<file path="src/rtl/ide_stb_pkg.sv">
package ide_stb_pkg;
    // Longest phase in clocks: variant A slow-bus recovery with code 0
    localparam int MAX_CLKS = 18;
    localparam int CNT_W    = $clog2(MAX_CLKS + 1);

    typedef logic [CNT_W-1:0] clk_cnt_t;

    typedef enum logic [1:0] {
        ST_IDLE    = 2'd0,
        ST_ACTIVE  = 2'd1,
        ST_RECOVER = 2'd2
    } stb_state_t;
endpackage

</file>
<file path="src/rtl/ide_time_decode.sv">
module ide_time_decode
    import ide_stb_pkg::*;
#(
    parameter int TB_W = 8
) (
    input  logic [TB_W-1:0] timing,
    input  logic            variant_b,
    input  logic            bus_slow,
    output clk_cnt_t        act_clks,
    output clk_cnt_t        rec_clks
);
    localparam int ACT_A_W = 3;
    localparam int ACT_B_W = 4;
    localparam int REC_W   = 4;
    localparam int REC_LSB = TB_W - REC_W;
    localparam int B_REC_FLOOR = 2;
    localparam int B_REC_CLAMP = 14;

    clk_cnt_t code_a, code_b, code_r;

    assign code_a = clk_cnt_t'(timing[ACT_A_W-1:0]);
    assign code_b = clk_cnt_t'(timing[ACT_B_W-1:0]);
    assign code_r = clk_cnt_t'(timing[REC_LSB +: REC_W]);

    always_comb begin
        if (variant_b) begin
            act_clks = clk_cnt_t'(17) - code_b;
            if (code_r >= clk_cnt_t'(B_REC_CLAMP))
                rec_clks = clk_cnt_t'(B_REC_FLOOR);
            else
                rec_clks = clk_cnt_t'(15) - code_r;
        end else begin
            act_clks = (bus_slow ? clk_cnt_t'(8) : clk_cnt_t'(9)) - code_a;
            rec_clks = (bus_slow ? clk_cnt_t'(18) : clk_cnt_t'(15)) - code_r;
        end
    end
endmodule

</file>
<file path="src/rtl/ide_phase_counter.sv">
module ide_phase_counter #(
    parameter int W = 5
) (
    input  logic         clk,
    input  logic         rst_n,
    input  logic         load,
    input  logic [W-1:0] load_val,
    output logic [W-1:0] cnt,
    output logic         last
);
    always_ff @(posedge clk or negedge rst_n) begin
        if (!rst_n)
            cnt <= '0;
        else if (load)
            cnt <= load_val;
        else if (cnt != '0)
            cnt <= cnt - 1'b1;
    end

    assign last = (cnt == W'(1));

    AST_CNT_HOLDS_ZERO: assert property (@(posedge clk) disable iff (!rst_n)
        (!load && cnt == '0) |=> (cnt == '0));
endmodule

</file>
<file path="src/rtl/ide_strobe_gen.sv">
module ide_strobe_gen
    import ide_stb_pkg::*;
#(
    parameter int TB_W = 8
) (
    input  logic            clk,
    input  logic            rst_n,
    input  logic            req,
    input  logic            req_wr,
    input  logic            req_chan,
    input  logic            variant_b,
    input  logic            bus_slow,
    input  logic [TB_W-1:0] timing_pri,
    input  logic [TB_W-1:0] timing_sec,
    output logic            rd_stb_n,
    output logic            wr_stb_n,
    output logic            busy,
    output logic            done
);
    stb_state_t state, nxt;
    clk_cnt_t   rec_q, dec_act, dec_rec, cnt, load_val;
    logic       wr_q, last, cnt_load, take, act_end, zero_rec;
    logic [TB_W-1:0] sel_timing;

    // Only variant B has a secondary register
    assign sel_timing = (variant_b && req_chan) ? timing_sec : timing_pri;

    ide_time_decode #(.TB_W(TB_W)) u_dec (
        .timing   (sel_timing),
        .variant_b(variant_b),
        .bus_slow (bus_slow),
        .act_clks (dec_act),
        .rec_clks (dec_rec)
    );

    ide_phase_counter #(.W(CNT_W)) u_cnt (
        .clk     (clk),
        .rst_n   (rst_n),
        .load    (cnt_load),
        .load_val(load_val),
        .cnt     (cnt),
        .last    (last)
    );

    assign zero_rec = (rec_q == '0);
    assign act_end  = (state == ST_ACTIVE) && last;

    // Next state and counter control
    always_comb begin
        nxt      = state;
        take     = 1'b0;
        cnt_load = 1'b0;
        load_val = dec_act;
        unique case (state)
            ST_IDLE: begin
                if (req) begin
                    take     = 1'b1;
                    cnt_load = 1'b1;
                    nxt      = ST_ACTIVE;
                end
            end
            ST_ACTIVE: begin
                if (last) begin
                    if (!zero_rec) begin
                        cnt_load = 1'b1;
                        load_val = rec_q;
                        nxt      = ST_RECOVER;
                    end else if (req) begin
                        take     = 1'b1;
                        cnt_load = 1'b1;
                        nxt      = ST_ACTIVE;
                    end else begin
                        nxt = ST_IDLE;
                    end
                end
            end
            ST_RECOVER: begin
                if (last) nxt = ST_IDLE;
            end
            default: nxt = ST_IDLE;
        endcase
    end

    // State register with per-access captures
    always_ff @(posedge clk or negedge rst_n) begin
        if (!rst_n) begin
            state <= ST_IDLE;
            rec_q <= '0;
            wr_q  <= 1'b0;
        end else begin
            state <= nxt;
            if (take) begin
                rec_q <= dec_rec;
                wr_q  <= req_wr;
            end
        end
    end

    // Outputs
    always_comb begin
        rd_stb_n = 1'b1;
        wr_stb_n = 1'b1;
        busy     = 1'b1;
        done     = 1'b0;
        unique case (state)
            ST_IDLE:    busy = 1'b0;
            ST_ACTIVE: begin
                rd_stb_n = wr_q;
                wr_stb_n = !wr_q;
                done     = act_end && zero_rec;
            end
            ST_RECOVER: done = last;
            default:    busy = 1'b0;
        endcase
    end

    AST_STB_NEEDS_BUSY: assert property (@(posedge clk) disable iff (!rst_n)
        (!rd_stb_n || !wr_stb_n) |-> busy);
    AST_ONE_STROBE: assert property (@(posedge clk) disable iff (!rst_n)
        !(!rd_stb_n && !wr_stb_n));
    AST_ACCEPT_STROBES: assert property (@(posedge clk) disable iff (!rst_n)
        (!busy && req) |=> (!rd_stb_n || !wr_stb_n));
    AST_READ_POLARITY: assert property (@(posedge clk) disable iff (!rst_n)
        (!busy && req && !req_wr) |=> !rd_stb_n);
    AST_DONE_RELEASES: assert property (@(posedge clk) disable iff (!rst_n)
        (done && !req) |=> !busy);
    AST_BACK_TO_BACK: assert property (@(posedge clk) disable iff (!rst_n)
        (done && req && (!rd_stb_n || !wr_stb_n)) |=> (!rd_stb_n || !wr_stb_n));
endmodule

</file>
<file path="config.mk">
export PLATFORM = sky130hd
export DESIGN_NAME = ide_strobe_gen
export DESIGN_NICKNAME = d
export VERILOG_FILES = /design/src/rtl/ide_stb_pkg.sv /design/src/rtl/ide_time_decode.sv /design/src/rtl/ide_phase_counter.sv /design/src/rtl/ide_strobe_gen.sv
export SDC_FILE = /design/constraint.sdc
export NUM_CORES = 1
export LEC_CHECK = 0
export BUFFER_PORTS_ARGS = -buffer_cell sky130_fd_sc_hd__buf_4
export CORE_AREA = 2 2 73 75
export DETAILED_ROUTE_END_ITERATION = 16
export DIE_AREA = 0 0 75 77
export SLEW_MARGIN = 10
export SYNTH_ARGS = -nofsm -noshare
export SYNTH_HDL_FRONTEND = slang
export SYNTH_SLANG_ARGS = --single-unit
</file>
<file path="constraint.sdc">
create_clock -name clk -period 2.05 [get_ports clk]
set_input_delay 0.615 -clock clk [delete_from_list [all_inputs] [get_ports clk]]
set_output_delay 0.615 -clock clk [all_outputs]
set_load 0.01 [all_outputs]
</file>
Word level (Yosys, flattened, before mapping)

Index checks and enable logic that the tools add are counted.

Bits in latches: 0
Memories kept: 0
Register bits after elaboration: 13
Bits in writable memories: 0
Word-level logic and storage cells: 54
Memory bits (read-only): 0

Multiplexer cells: 28
Multiply operators: 0
Eq/ne operators: 6
$add $sub $neg: 5
Reductions and logical operators: 10
Shift-type cells: 0
$lt $le $gt $ge: 1
Divide/modulo/power cells: 0
Bitwise operators: 0

Operators by type and width:

| cell                                              | count |
|---|---|
| 2-to-1 mux 5 bit                                  | 9 |
| 2-to-1 mux 1 bit                                  | 10 |
| 2-to-1 mux 2 bit                                  | 4 |
| 2-to-1 mux 8 bit                                  | 1 |
| inequality test 2 bit (second input constant)     | 3 |
| case mux 1 bit (2 select lines)                   | 3 |
| case mux 2 bit (3 select lines)                   | 1 |
| == test 5 x 1 -> 1 bit (second input constant)    | 1 |
| zero test 5 bit                                   | 1 |
| nonzero test 5 bit                                | 1 |
| subtractor 4 x 4 -> 5 bit (first input constant)  | 1 |
| subtractor 5 x 1 -> 5 bit (second input constant) | 1 |
| subtractor 5 x 3 -> 5 bit                         | 1 |
| subtractor 5 x 4 -> 5 bit                         | 1 |
| subtractor 5 x 4 -> 5 bit (first input constant)  | 1 |
| >= comparator 4 bit (second input constant)       | 1 |
| logical AND 1 bit                                 | 3 |
| AND reduction 3 bit                               | 1 |
| == test 2 x 1 -> 1 bit (second input constant)    | 1 |
| == test 2 bit (second input constant)             | 1 |
| zero test 2 bit                                   | 1 |
| nonzero test 2 bit                                | 1 |
| OR reduction 2 bit                                | 1 |
| zero test 1 bit                                   | 1 |

Depth between registers and ports, before layout

Gate-level depths: netlist (run 1).

Word-level depth: 8
Mapped depth: 9
Mapped depth without buffers: 8

Modules after synthesis

Synthesis (run 1) repeated with hierarchy kept, for this count alone.

Cells, all modules: 129
Area total of the unflattened synthesis: 1216.2 um^2

Modules (own cells, without submodules):

| module            | times used | cells an instance | area each (um^2) |
|---|---|---|---|
| ide_strobe_gen    | 1          | 55                | 596.8 |
| ide_time_decode   | 1          | 45                | 316.6 |
| ide_phase_counter | 1          | 29                | 302.8 |

Worst setup path after synthesis (run 1)

No wires, ideal clock.

Path type: input port to flip-flop
Start: in req_chan
End: reg u_cnt.cnt[2]
Stages: 9
Setup slack: -0.270 ns
Arrival: 2.194 ns
Path through: buf_4 > nand2_2 > mux2_2 > ha_1 > nor3_1 > a21oi_1 > xor2_1 > a21oi_1 > o311a_1

Longest elaborated chain between the ends: 8
Elaborated cells between the ends (all ways): 9
Classes of those cells: 2 x add/sub; 6 x mux; 1 x reduce/logical

RTL lines:

| element                                                                | RTL line                                     | source |
|---|---|---|
| from (decl)                                                            | ide_strobe_gen.sv:10                         | `input logic req_chan,` |
| logical AND 1 bit (*)                                                  | ide_strobe_gen.sv:26                         | `assign sel_timing = (variant_b && req_chan) ? timing_sec : timing_pri;` |
| 2-to-1 mux 8 bit (*)                                                   | ide_strobe_gen.sv:26                         |  |
| subtractor 5 x 3 -> 5 bit or subtractor 5 x 4 -> 5 bit (tied branches) | ide_time_decode.sv:33, ide_time_decode.sv:27 |  |
| 2-to-1 mux 5 bit (*)                                                   | ide_time_decode.sv:26                        | `if (variant_b) begin` |
| 2-to-1 mux 5 bit                                                       | ide_strobe_gen.sv:64                         | `if (!zero_rec) begin` |
| 2-to-1 mux 5 bit                                                       | ide_strobe_gen.sv:63                         | `if (last) begin` |
| 2-to-1 mux 5 bit (*)                                                   | ide_strobe_gen.sv:54                         | `unique case (state)` |
| 2-to-1 mux 5 bit (*)                                                   | ide_phase_counter.sv:14                      | `else if (load)` |
| to (signal assigned)                                                   | ide_phase_counter.sv:15                      | `cnt <= load_val;` |
| to (signal assigned)                                                   | ide_phase_counter.sv:17                      | `cnt <= cnt - 1'b1;` |
| to (decl)                                                              | ide_phase_counter.sv:8                       | `output logic [W-1:0] cnt,` |

Every way passes the cells marked *; elsewhere a longest branch is shown, timed or not.
A chain may end at the register's enable or synchronous reset.

Worst setup path in the final report (run 1)

Start: reg rec_q[0]
End: out done

Longest elaborated chain between the ends: 3

RTL lines:

| element                         | RTL line              | source |
|---|---|---|
| from (decl)                     | ide_strobe_gen.sv:21  | `clk_cnt_t rec_q, dec_act, dec_rec, cnt, load_val;` |
| from (signal assigned)          | ide_strobe_gen.sv:93  | `rec_q <= dec_rec;` |
| zero test 5 bit                 | ide_strobe_gen.sv:45  | `assign zero_rec = (rec_q == '0);` |
| logical AND 1 bit               | ide_strobe_gen.sv:110 | `done = act_end && zero_rec;` |
| case mux 1 bit (2 select lines) | ide_strobe_gen.sv:105 | `unique case (state)` |
| to (decl)                       | ide_strobe_gen.sv:18  | `output logic done` |

No other way between the ends.

==> results.toml, run 1 <==
[status]
status = "finished, violations left"
violations = "negative setup slack"

[global_routing]
antenna_found_initial = 0
gr-usage-all-layers_pct = 12.01
grt_overflow = 0
grt_pass1_wl_um = 5685
grt_pass1_vias = 1287
grt_max_degree = 22

[pwr]
clock_power_share_pct = 11.2
p_leak_nw = 0.8783
power_switching_uw = 837.8
seq_power_share_pct = 22.7
vdd_drop_max_v = 0.0004633
p_comb_share_pct = 66.1
intPower_mw = 1.267
swShare_pct = 39.81
powerDensity_nw_per_um2 = 1082

[cells_and_area]
n_antenna_cell = 0
finalNetCount = 236
layoutNonFillerInstCount = 271
area_growth_pct = 54.11
layout-drive-gt1-share_pct = 44.78

[setup_path]
path_max_fanout = 2
cp_top_family = "simple AND/OR/NAND/NOR gates"
cp-end-kind = "output port"
cp.buffers_inverters = 1
cp_slowest_cell = "or4_4"
critPathRequiredTime_ps = 1430
path_class = "flop to output port"
cp_cell_sequence = "or4_4 > nor2_4 > a21oi_2 > nor3b_2 > buf_4"
start_kind = "flop"
slowest_delay_ps = 560
cp.arrival_ps = 1650

[place]
io_buffers = 26
dp_hpwl_um = 2517
place.gp.congestion = 0.8130
place_inst = 257

[logic_synthesis]
synth.most_common_cell = "a21oi_1"
syn_inst = 145
synth_top_cell_by_area = "dfrtp_1"
synth_area_leaders = "dfrtp_1 26%, ha_1 11%, a21oi_1 5.6%"
post_synth.cell_area_avg_um2 = 8.707
synth-edff-count = 0
yosys_warnings = 0
async_flop_share_pct = 100.0
synth-seq-cells = 13
synth.yosys.seq_area_share_pct = 25.77
syn-cell-area_um2 = 1262
synth_nets = 179
yosys-top-cells-count = "14 x a21oi_1, 13 x dfrtp_1, 13 x o21ai_0"
synth_cell_type_count = 47
synthFlopType = "dfrtp_1"
synth_top_area_share_pct = 25.77

[floorplan]
core-area_um2 = 4977
die_w_um = 75
io_pins = 27
die_area_um2 = 5775
die_h_um = 77
rows = 26
initial_core_util_pct = 25.36

[sta]
worst_hold_slack_ps = 208.0
period_minus_slack_ps = 2265
final.setup.worst_slack_ps = -214.5
finalSetupViolations = 1
tightestPinTransition_ps = 435.9
slew_headroom_pct = 70.71
hold_viol = 0
fin_crit_sh_pct = 110.5
drv_slew = 0
final.setup_skew_ps = 5.769
grt_setup_unrepaired = "yes"
max_freq_mhz = 441.6
fin_tns_setup_ps = -214.5

[cts]
numCtsBuffers = 3
cts_tree = "done"
cts.reportedPaths.clkPinSlew_ps = 60
root_buffer = "clkbuf_8"
h-tree-depth = 1
clock_latency_ps = 250
clock_sinks = 13
clk_path_buf_depth = 2

[route]
ant_nets = 0
met3_wirelength_um = 76
first_pass_iters = 4
vias = 1257
wl_met2_um = 1716
drt-initial-drc-count = 24
wl_um = 3225
drt-met1-wl_um = 1433
wl_per_cell_um = 11.90
top_layer_used = "met3"
drc = 0
avgViaCountPerCell = 4.638

[flow_run]
drv_cap = 0

[worst_hold_path]
hp-class = "input port to async pin"
## power by group through the flow
stage	Sequential, mW	Combinational (mW)	Clock (mW)
final	0.477	1.39	0.236
after global routing	0.493	1.54	0.254
after CTS	0.467	1.28	0.242
after detailed placement	0.469	1.15	0
after global placement	0.466	1.15	0
after floorplan	0.494	0.675	0
## layout make-up
type	instances	area, µm²
tap	70	87.58
inverter	12	45.04
timing repair buffer	58	450.4
sequential	13	325.3
fill	507	3032
multi-input combinational	114	992.2
clock buffer	4	45.04
## final timing paths
path,cells after the start,slack [ps],endpoint,startpoint
min,1,210,u_cnt.cnt[0],rst_n
min reg2reg,2,520,state[1],state[1]
min in group clk,2,520,state[1],state[1]
max,5,-210,done,rec_q[0]
max in group asynchronous,1,1670,rec_q[2],rst_n
max reg2reg,7,20,rec_q[0],u_cnt.cnt[1]
## per-layer routing
metal | vias to the layer above | track usage (%)
met2 | 11 | 21.58
met4 | 0 | 1.071
met1 | 592 | 15.02
li1 | 654 | -
met3 | 0 | 2.365
met5 | - | 0
## stage by stage
stage	instance area (µm²)	worst slack, ps	power, mW	utilization, %
after detailed placement	1724	-171.1	1.623	34.64
after CTS	1856	-236.5	1.991	37.28
after global placement	1724	-137.4	1.618	34.64
final	1946	-214.5	2.105	39.09
after global routing	1946	-285.1	2.289	39.09
after floorplan	1324	-80.47	1.169	-
## cells by family (layout without fill, tap and decap cells)
logic type      after synthesis  count (layout)  synth area share (%)
simple gates                 41              41                 19.92
flops                        13              13                 25.77
fa+ha+maj                    11              11                 10.90
compound gates               46              46                 23.89
mux                          11              11                 9.713
buf+inv                      18              74                 6.342
xor+xnor                      5               5                 3.469
## state kept, by name, indices dropped and copies added, names as in the netlist
signal     cells
rec_q          5
state          2
u_cnt.cnt      5
wr_q           1
## timing repair
| action | 4_1_cts | 5_1_grt |
|---|---|---|
| gates resized for setup | 7 | 19 |
| setup buffers | 8 | 3 |
| endpoints found under the setup margin | 3 | 12 |
| hold buffers | 0 | 0 |
| pin swaps | 8 | 4 |
## cells in the final DEF (no fill, tap or decap), types with 3 or more instances in the layout
cell type,netlist,final
a21oi_1,14,12
a31oi_1,3,3
buf_4,1,54
buf_6,1,4
clkbuf_8,0,3
dfrtp_1,13,13
ha_1,11,6
ha_2,0,3
inv_1,12,11
mux2_4,2,3
mux2i_1,7,6
nand2_1,11,9
nor2_1,5,4
o21ai_0,13,11
xor2_1,3,3
Power figures use the tool's default switching activity.
==> run 2: changes to the inputs <==
Settings changed: CELL_PAD_IN_SITES_DETAIL_PLACEMENT set to 2, CELL_PAD_IN_SITES_GLOBAL_PLACEMENT set to 2, CORE_AREA 2 2 73 75 to 2 2 69 71, DIE_AREA 0 0 75 77 to 0 0 71 73, PLACE_DENSITY_LB_ADDON set to 0.1.
==> run 2 against run 1 <==
Net effect: the flow still finishes with violations (negative setup slack); combinational power about the same; sequential power about the same; critical path depth unchanged; die area down 10%; non-clock buffer count up 1; total power up 0.97%; register-to-register slack worse by 40 ps; design area up 1.0%; fmax down 0.33%; via count up 6.9%; critical path type unchanged; critical endpoint unchanged.
==> results.toml, run 2 (synthesized netlist as in run 1, its figures left out) <==
[status]
status = "finished, violations left"
violations = "negative setup slack"

[sta]
final.setup.worst_slack_ps = -222.1
finalSetupViolations = 3
hold_viol = 0
final.setup_skew_ps = 7.519
max_freq_mhz = 440.1
fin_tns_setup_ps = -249.5
worst_hold_slack_ps = 199.2
slew_headroom_pct = 77.00
tightestPinTransition_ps = 345.1
drv_slew = 0
grt_setup_unrepaired = "yes"
period_minus_slack_ps = 2272
fin_crit_sh_pct = 110.8

[setup_path]
cp_slowest_cell = "or4_4"
path_class = "flop to output port"
slowest_delay_ps = 560
cp.buffers_inverters = 1
cp_cell_sequence = "or4_4 > nor2_4 > a21oi_2 > nor3b_2 > buf_4"
critPathRequiredTime_ps = 1430
cp.arrival_ps = 1660
cp_top_family = "simple AND/OR/NAND/NOR gates"
path_max_fanout = 2
start_kind = "flop"
cp-end-kind = "output port"

[route]
drc = 0
drt-initial-drc-count = 21
top_layer_used = "met4"
vias = 1344
ant_nets = 0
avgViaCountPerCell = 5.230
wl_met2_um = 2471
wl_um = 4314
met3_wirelength_um = 90
drt-met1-wl_um = 1704
wl_per_cell_um = 16.79
first_pass_iters = 4

[cells_and_area]
finalNetCount = 238
n_antenna_cell = 0
layout-drive-gt1-share_pct = 49.26
layoutNonFillerInstCount = 257
area_growth_pct = 55.70
reg_top3 = "rec_q (5), u_cnt.cnt (5), state (2)"
final_common_cell = "buf_4"
final_cell_mix = "57 x buf_4, 13 x dfrtp_1, 11 x a21oi_1"

[floorplan]
core-area_um2 = 4536
initial_core_util_pct = 27.83
die_w_um = 71
rows = 25
die_h_um = 73
io_pins = 27
die_area_um2 = 5183

[global_routing]
gr-usage-all-layers_pct = 17.33
grt_max_degree = 22
antenna_found_initial = 0
grt_pass1_wl_um = 7038
grt_overflow = 0
grt_pass1_vias = 1505

[cts]
cts_hold_buf = 0
numCtsBuffers = 3
root_buffer = "clkbuf_8"
clock_latency_ps = 250
cts_tree = "done"
cts.reportedPaths.clkPinSlew_ps = 70
h-tree-depth = 1
clock_sinks = 13
clk_path_buf_depth = 2

[place]
io_buffers = 26
place_inst = 248
dp_hpwl_um = 3414
place.gp.congestion = 0.7835

[worst_hold_path]
hp-class = "input port to async pin"

[pwr]
total_power_mw = 2.125
p_leak_nw = 0.8721
vdd_drop_max_v = 0.0002961
powerDensity_nw_per_um2 = 1081

[flow_run]
drv_cap = 0
==> run 2: where the power goes <==
group	internal [mW]	leakage [nW]	total, mW	switching, mW
sequential	0.386	0.158	0.479	0.0931
combinational	0.713	0.689	1.40	0.690
clock	0.135	0.0255	0.242	0.108
==> run 2: per-stage QoR <==
step                setup WS, ps  utilization, %  instance area (µm²)
finish                    -222.1           43.34                 1966
detailed placement        -249.1           38.73                 1757
floorplan                 -80.47               -                 1324
global route              -286.7           43.34                 1966
global placement          -201.5           38.73                 1757
CTS                       -264.5           41.13                 1866
==> run 2: cell type report <==
type	count	area, µm²
clock buffer	3	41.29
clock inverter	1	5.005
fill	495	2570
inverter	12	45.04
multi-input combinational	115	1031
sequential	13	325.3
tap	54	67.56
timing repair buffer	59	450.4
==> run 2: worst paths after layout <==
check | start | to | slack [ps] | cells past startpoint
max reg2reg | u_cnt.cnt[1] | rec_q[0] | -20 | 7
max in group asynchronous | rst_n | u_cnt.cnt[3] | 1670 | 1
min | rst_n | state[1] | 200 | 1
min reg2reg | state[1] | state[1] | 510 | 2
max | rec_q[0] | done | -220 | 5
min in group clk | state[1] | state[1] | 510 | 2
==> run 2: timing repair <==
action,CTS,global route
gates cloned,1,0
setup endpoints to repair,3,14
pin swaps,4,5
gates resized for setup,8,23
setup buffers,3,2
==> run 2: routing by layer <==
metal,vias up,track usage [%]
li1,655,-
met1,663,17.68
met3,2,1.381
met4,0,6.289
met5,-,0
met2,24,36.14
==> run 2: worst register-to-register path, delay by kind of cell, from the launching register on <==
| kind | cells | cell delay, ps |
|---|---|---|
| buf+inv | 2 | 220 |
| compound gates | 1 | 150 |
| fa+ha+maj | 1 | 120 |
| mux | 1 | 320 |
| simple gates | 2 | 760 |
| flops | 1 | 380 |
==> run 3: changes to the inputs <==
Settings changed: ABC_AREA set to 1, CORE_AREA 2 2 69 71 to 2 2 74 76, DIE_AREA 0 0 71 73 to 0 0 76 78.
==> run 3 against run 2 <==
Net effect: the run now ends clean; worst hold slack worse by 0.62 ps; global-route usage fell by 2.6 points; count of clock-buffer cells in the layout up 1; register-to-register slack improved by 480 ps; sequential power up 6.1%; sequential share of layout area grew 1.9 points; combinational power down 22%; sequential cell count stayed put; clock power shrank 3%; largest cell class unchanged; design area fell by 10%; critical path depth rose by 1; fmax up 13%.
==> results.toml, run 3 <==
[status]
status = "complete, no violations"

[global_routing]
grt_pass1_wl_um = 7017
gr-usage-all-layers_pct = 14.75
use_met2_pct = 30.45
antenna_found_initial = 0
grt_max_degree = 14
grt_overflow = 0
grt_pass1_vias = 1548
use_met1_pct = 14.85
grt_use_met3_pct = 1.395
busiest_layer = "met2"

[logic_synthesis]
synth-seq-cells = 13
synth_top_cell_by_area = "dfrtp_1"
synth_area_leaders = "dfrtp_1 25%, nand2_1 20%, ha_1 11%"
synth.yosys.seq_area_share_pct = 24.93
async_flop_share_pct = 100.0
synth_top_area_share_pct = 24.93
synth.most_common_cell = "nand2_1"
synth_cell_type_count = 30
yosys-top-cells-count = "69 x nand2_1, 30 x inv_1, 18 x nand3_1"
syn_inst = 202
synth-edff-count = 0
yosys_warnings = 0
synth_nets = 236
synthFlopType = "dfrtp_1"
syn-cell-area_um2 = 1305
post_synth.cell_area_avg_um2 = 6.460

[cts]
numCtsBuffers = 3
clk_path_buf_depth = 2
cts_hold_buf = 0
h-tree-depth = 1
cts.reportedPaths.clkPinSlew_ps = 60
cts_tree = "done"
clock_sinks = 13
root_buffer = "clkbuf_8"
clock_latency_ps = 250

[place]
placed_cell_area_um2 = 1609
io_buffers = 26
place.gp.congestion = 0.7800
dp_hpwl_um = 3454

[route]
first_pass_iters = 2
ant_nets = 0
avgViaCountPerCell = 4.481
wl_per_cell_um = 13.18
drc = 0
wl_um = 4140
vias = 1407
drt-initial-drc-count = 32

[setup_path]
r2r_setup_slack_ps = 460
worstRegToRegCells = 9
cp_slowest_cell = "dfrtp_1"
timing.rr.start = "u_cnt.cnt[1]"
cp-end-kind = "output port"
rr_endpoint = "rec_q[3]"
critPathRequiredTime_ps = 1430
cp_cell_sequence = "nor2_4 > nand3_4 > nor2_4 > o21ai_2 > nor2_1 > buf_4"
start_kind = "flop"
path_max_fanout = 4
path_class = "flop to output port"
cp.arrival_ps = 1390
slowest_delay_ps = 430
crit_top_cell = "nor2_4"

[worst_hold_path]
hp-class = "input port to async pin"

[sta]
slew_headroom_pct = 78.00
hold_viol = 0
drv_slew = 0
max_freq_mhz = 498.3
tightestPinTransition_ps = 328.7
finalSetupViolations = 0
worst_hold_slack_ps = 198.5
fin_crit_sh_pct = 97.89
final.setup_skew_ps = 10.86
period_minus_slack_ps = 2007

[cells_and_area]
n_antenna_cell = 0
area_growth_pct = 35.09
final_common_cell = "nand2_1"
reg_top3 = "rec_q (5), u_cnt.cnt (5), state (2)"
final_cell_mix = "69 x nand2_1, 41 x buf_4, 29 x inv_1, 18 x nand3_1, 13 x dfrtp_1"
final_area_um2 = 1763
layout-drive-gt1-share_pct = 28.69
fin_util_pct = 34.96
fillCellCount = 623
finalNetCount = 279

[floorplan]
core-area_um2 = 5042
io_pins = 27
die_w_um = 76
rows = 26
initial_core_util_pct = 25.88
die_h_um = 78
die_area_um2 = 5928

[pwr]
seq_power_share_pct = 27.7
intPower_uw = 999.4
clock_power_share_pct = 12.8
total_power_mw = 1.833
swShare_pct = 45.49
p_comb_share_pct = 59.5
vdd_drop_max_v = 0.0002642
powerDensity_nw_per_um2 = 1040
p_leak_nw = 0.9482
power_switching_uw = 834.1

[flow_run]
drv_cap = 0
run 3: area by class of cell:
type / count / area (µm²) / share of cell area, %
Inverter: 34 / 127.6 / 7.239
Multi-Input combinational cell: 152 / 869.6 / 49.33
Tap cell: 70 / 87.58 / 4.968
Sequential cell: 13 / 325.3 / 18.45
Clock buffer: 4 / 45.04 / 2.555
Timing Repair Buffer: 41 / 307.8 / 17.46
run 3: what timing repair did:
item | in CTS | in global routing
resized for setup | 4 | 6
cloned | 0 | 0
pin swaps | 0 | 4
hold endpoints to repair | 0 | 0
setup buffers | 0 | 9
endpoints found under the setup margin | 1 | 1
run 3: how the worst max path moves through the flow:
stage	cells past startpoint	start	slack, ps	endpoint
2_1_floorplan	13	req_chan	50	rec_q[2]
3_3_place_gp	11	req_chan	20	rec_q[2]
3_5_place_dp	13	req_chan	-40	rec_q[2]
4_1_cts	7	state[1]	3	done
5_1_grt	6	rec_q[2]	-40	done
6_report	6	rec_q[2]	40	done
run 3: layer usage:
metal,vias to the layer above,part of all wire (%),wire length (µm)
met3,4,2.0,84
met2,22,58,2411
met1,669,38,1582
li1,712,-,-
met4,0,1.5,61
met5,-,0,0
run 3: worst max-delay path: cells and delay by family (launching register included):
family	cells	cell delay, ps
simple gates	4	530
flops	1	430
buf+inv	1	130
compound gates	1	60
run 3: metrics by stage:
stage | cells | setup TNS [ps] | setup WS [ps]
6_report | 314 | 0 | 43.21
5_1_grt | 314 | -35.31 | -35.31
4_1_cts | 305 | 0 | 2.742
3_5_place_dp | 301 | -73.51 | -44.91
3_3_place_gp | 301 | 0 | 22.53
2_1_floorplan | 202 | 0 | 54.72
run 3: cells by family after synthesis:
family / share of synthesized area, %
buffers and inverters: 11.60
DFF: 24.93
xor gates and xnor gates: 2.685
and+or+nand+nor: 41.99
adders and majority gates: 10.55
AOI/OAI and AO/OA: 8.246
run 3: power by group through the flow:
stage / Combinational, mW / Sequential [mW] / Clock [mW]
finish: 1.09 / 0.508 / 0.235
CTS: 0.945 / 0.510 / 0.247
floorplan: 0.640 / 0.466 / 0
global placement: 0.859 / 0.493 / 0
detailed placement: 0.915 / 0.500 / 0
global route: 1.24 / 0.528 / 0.257
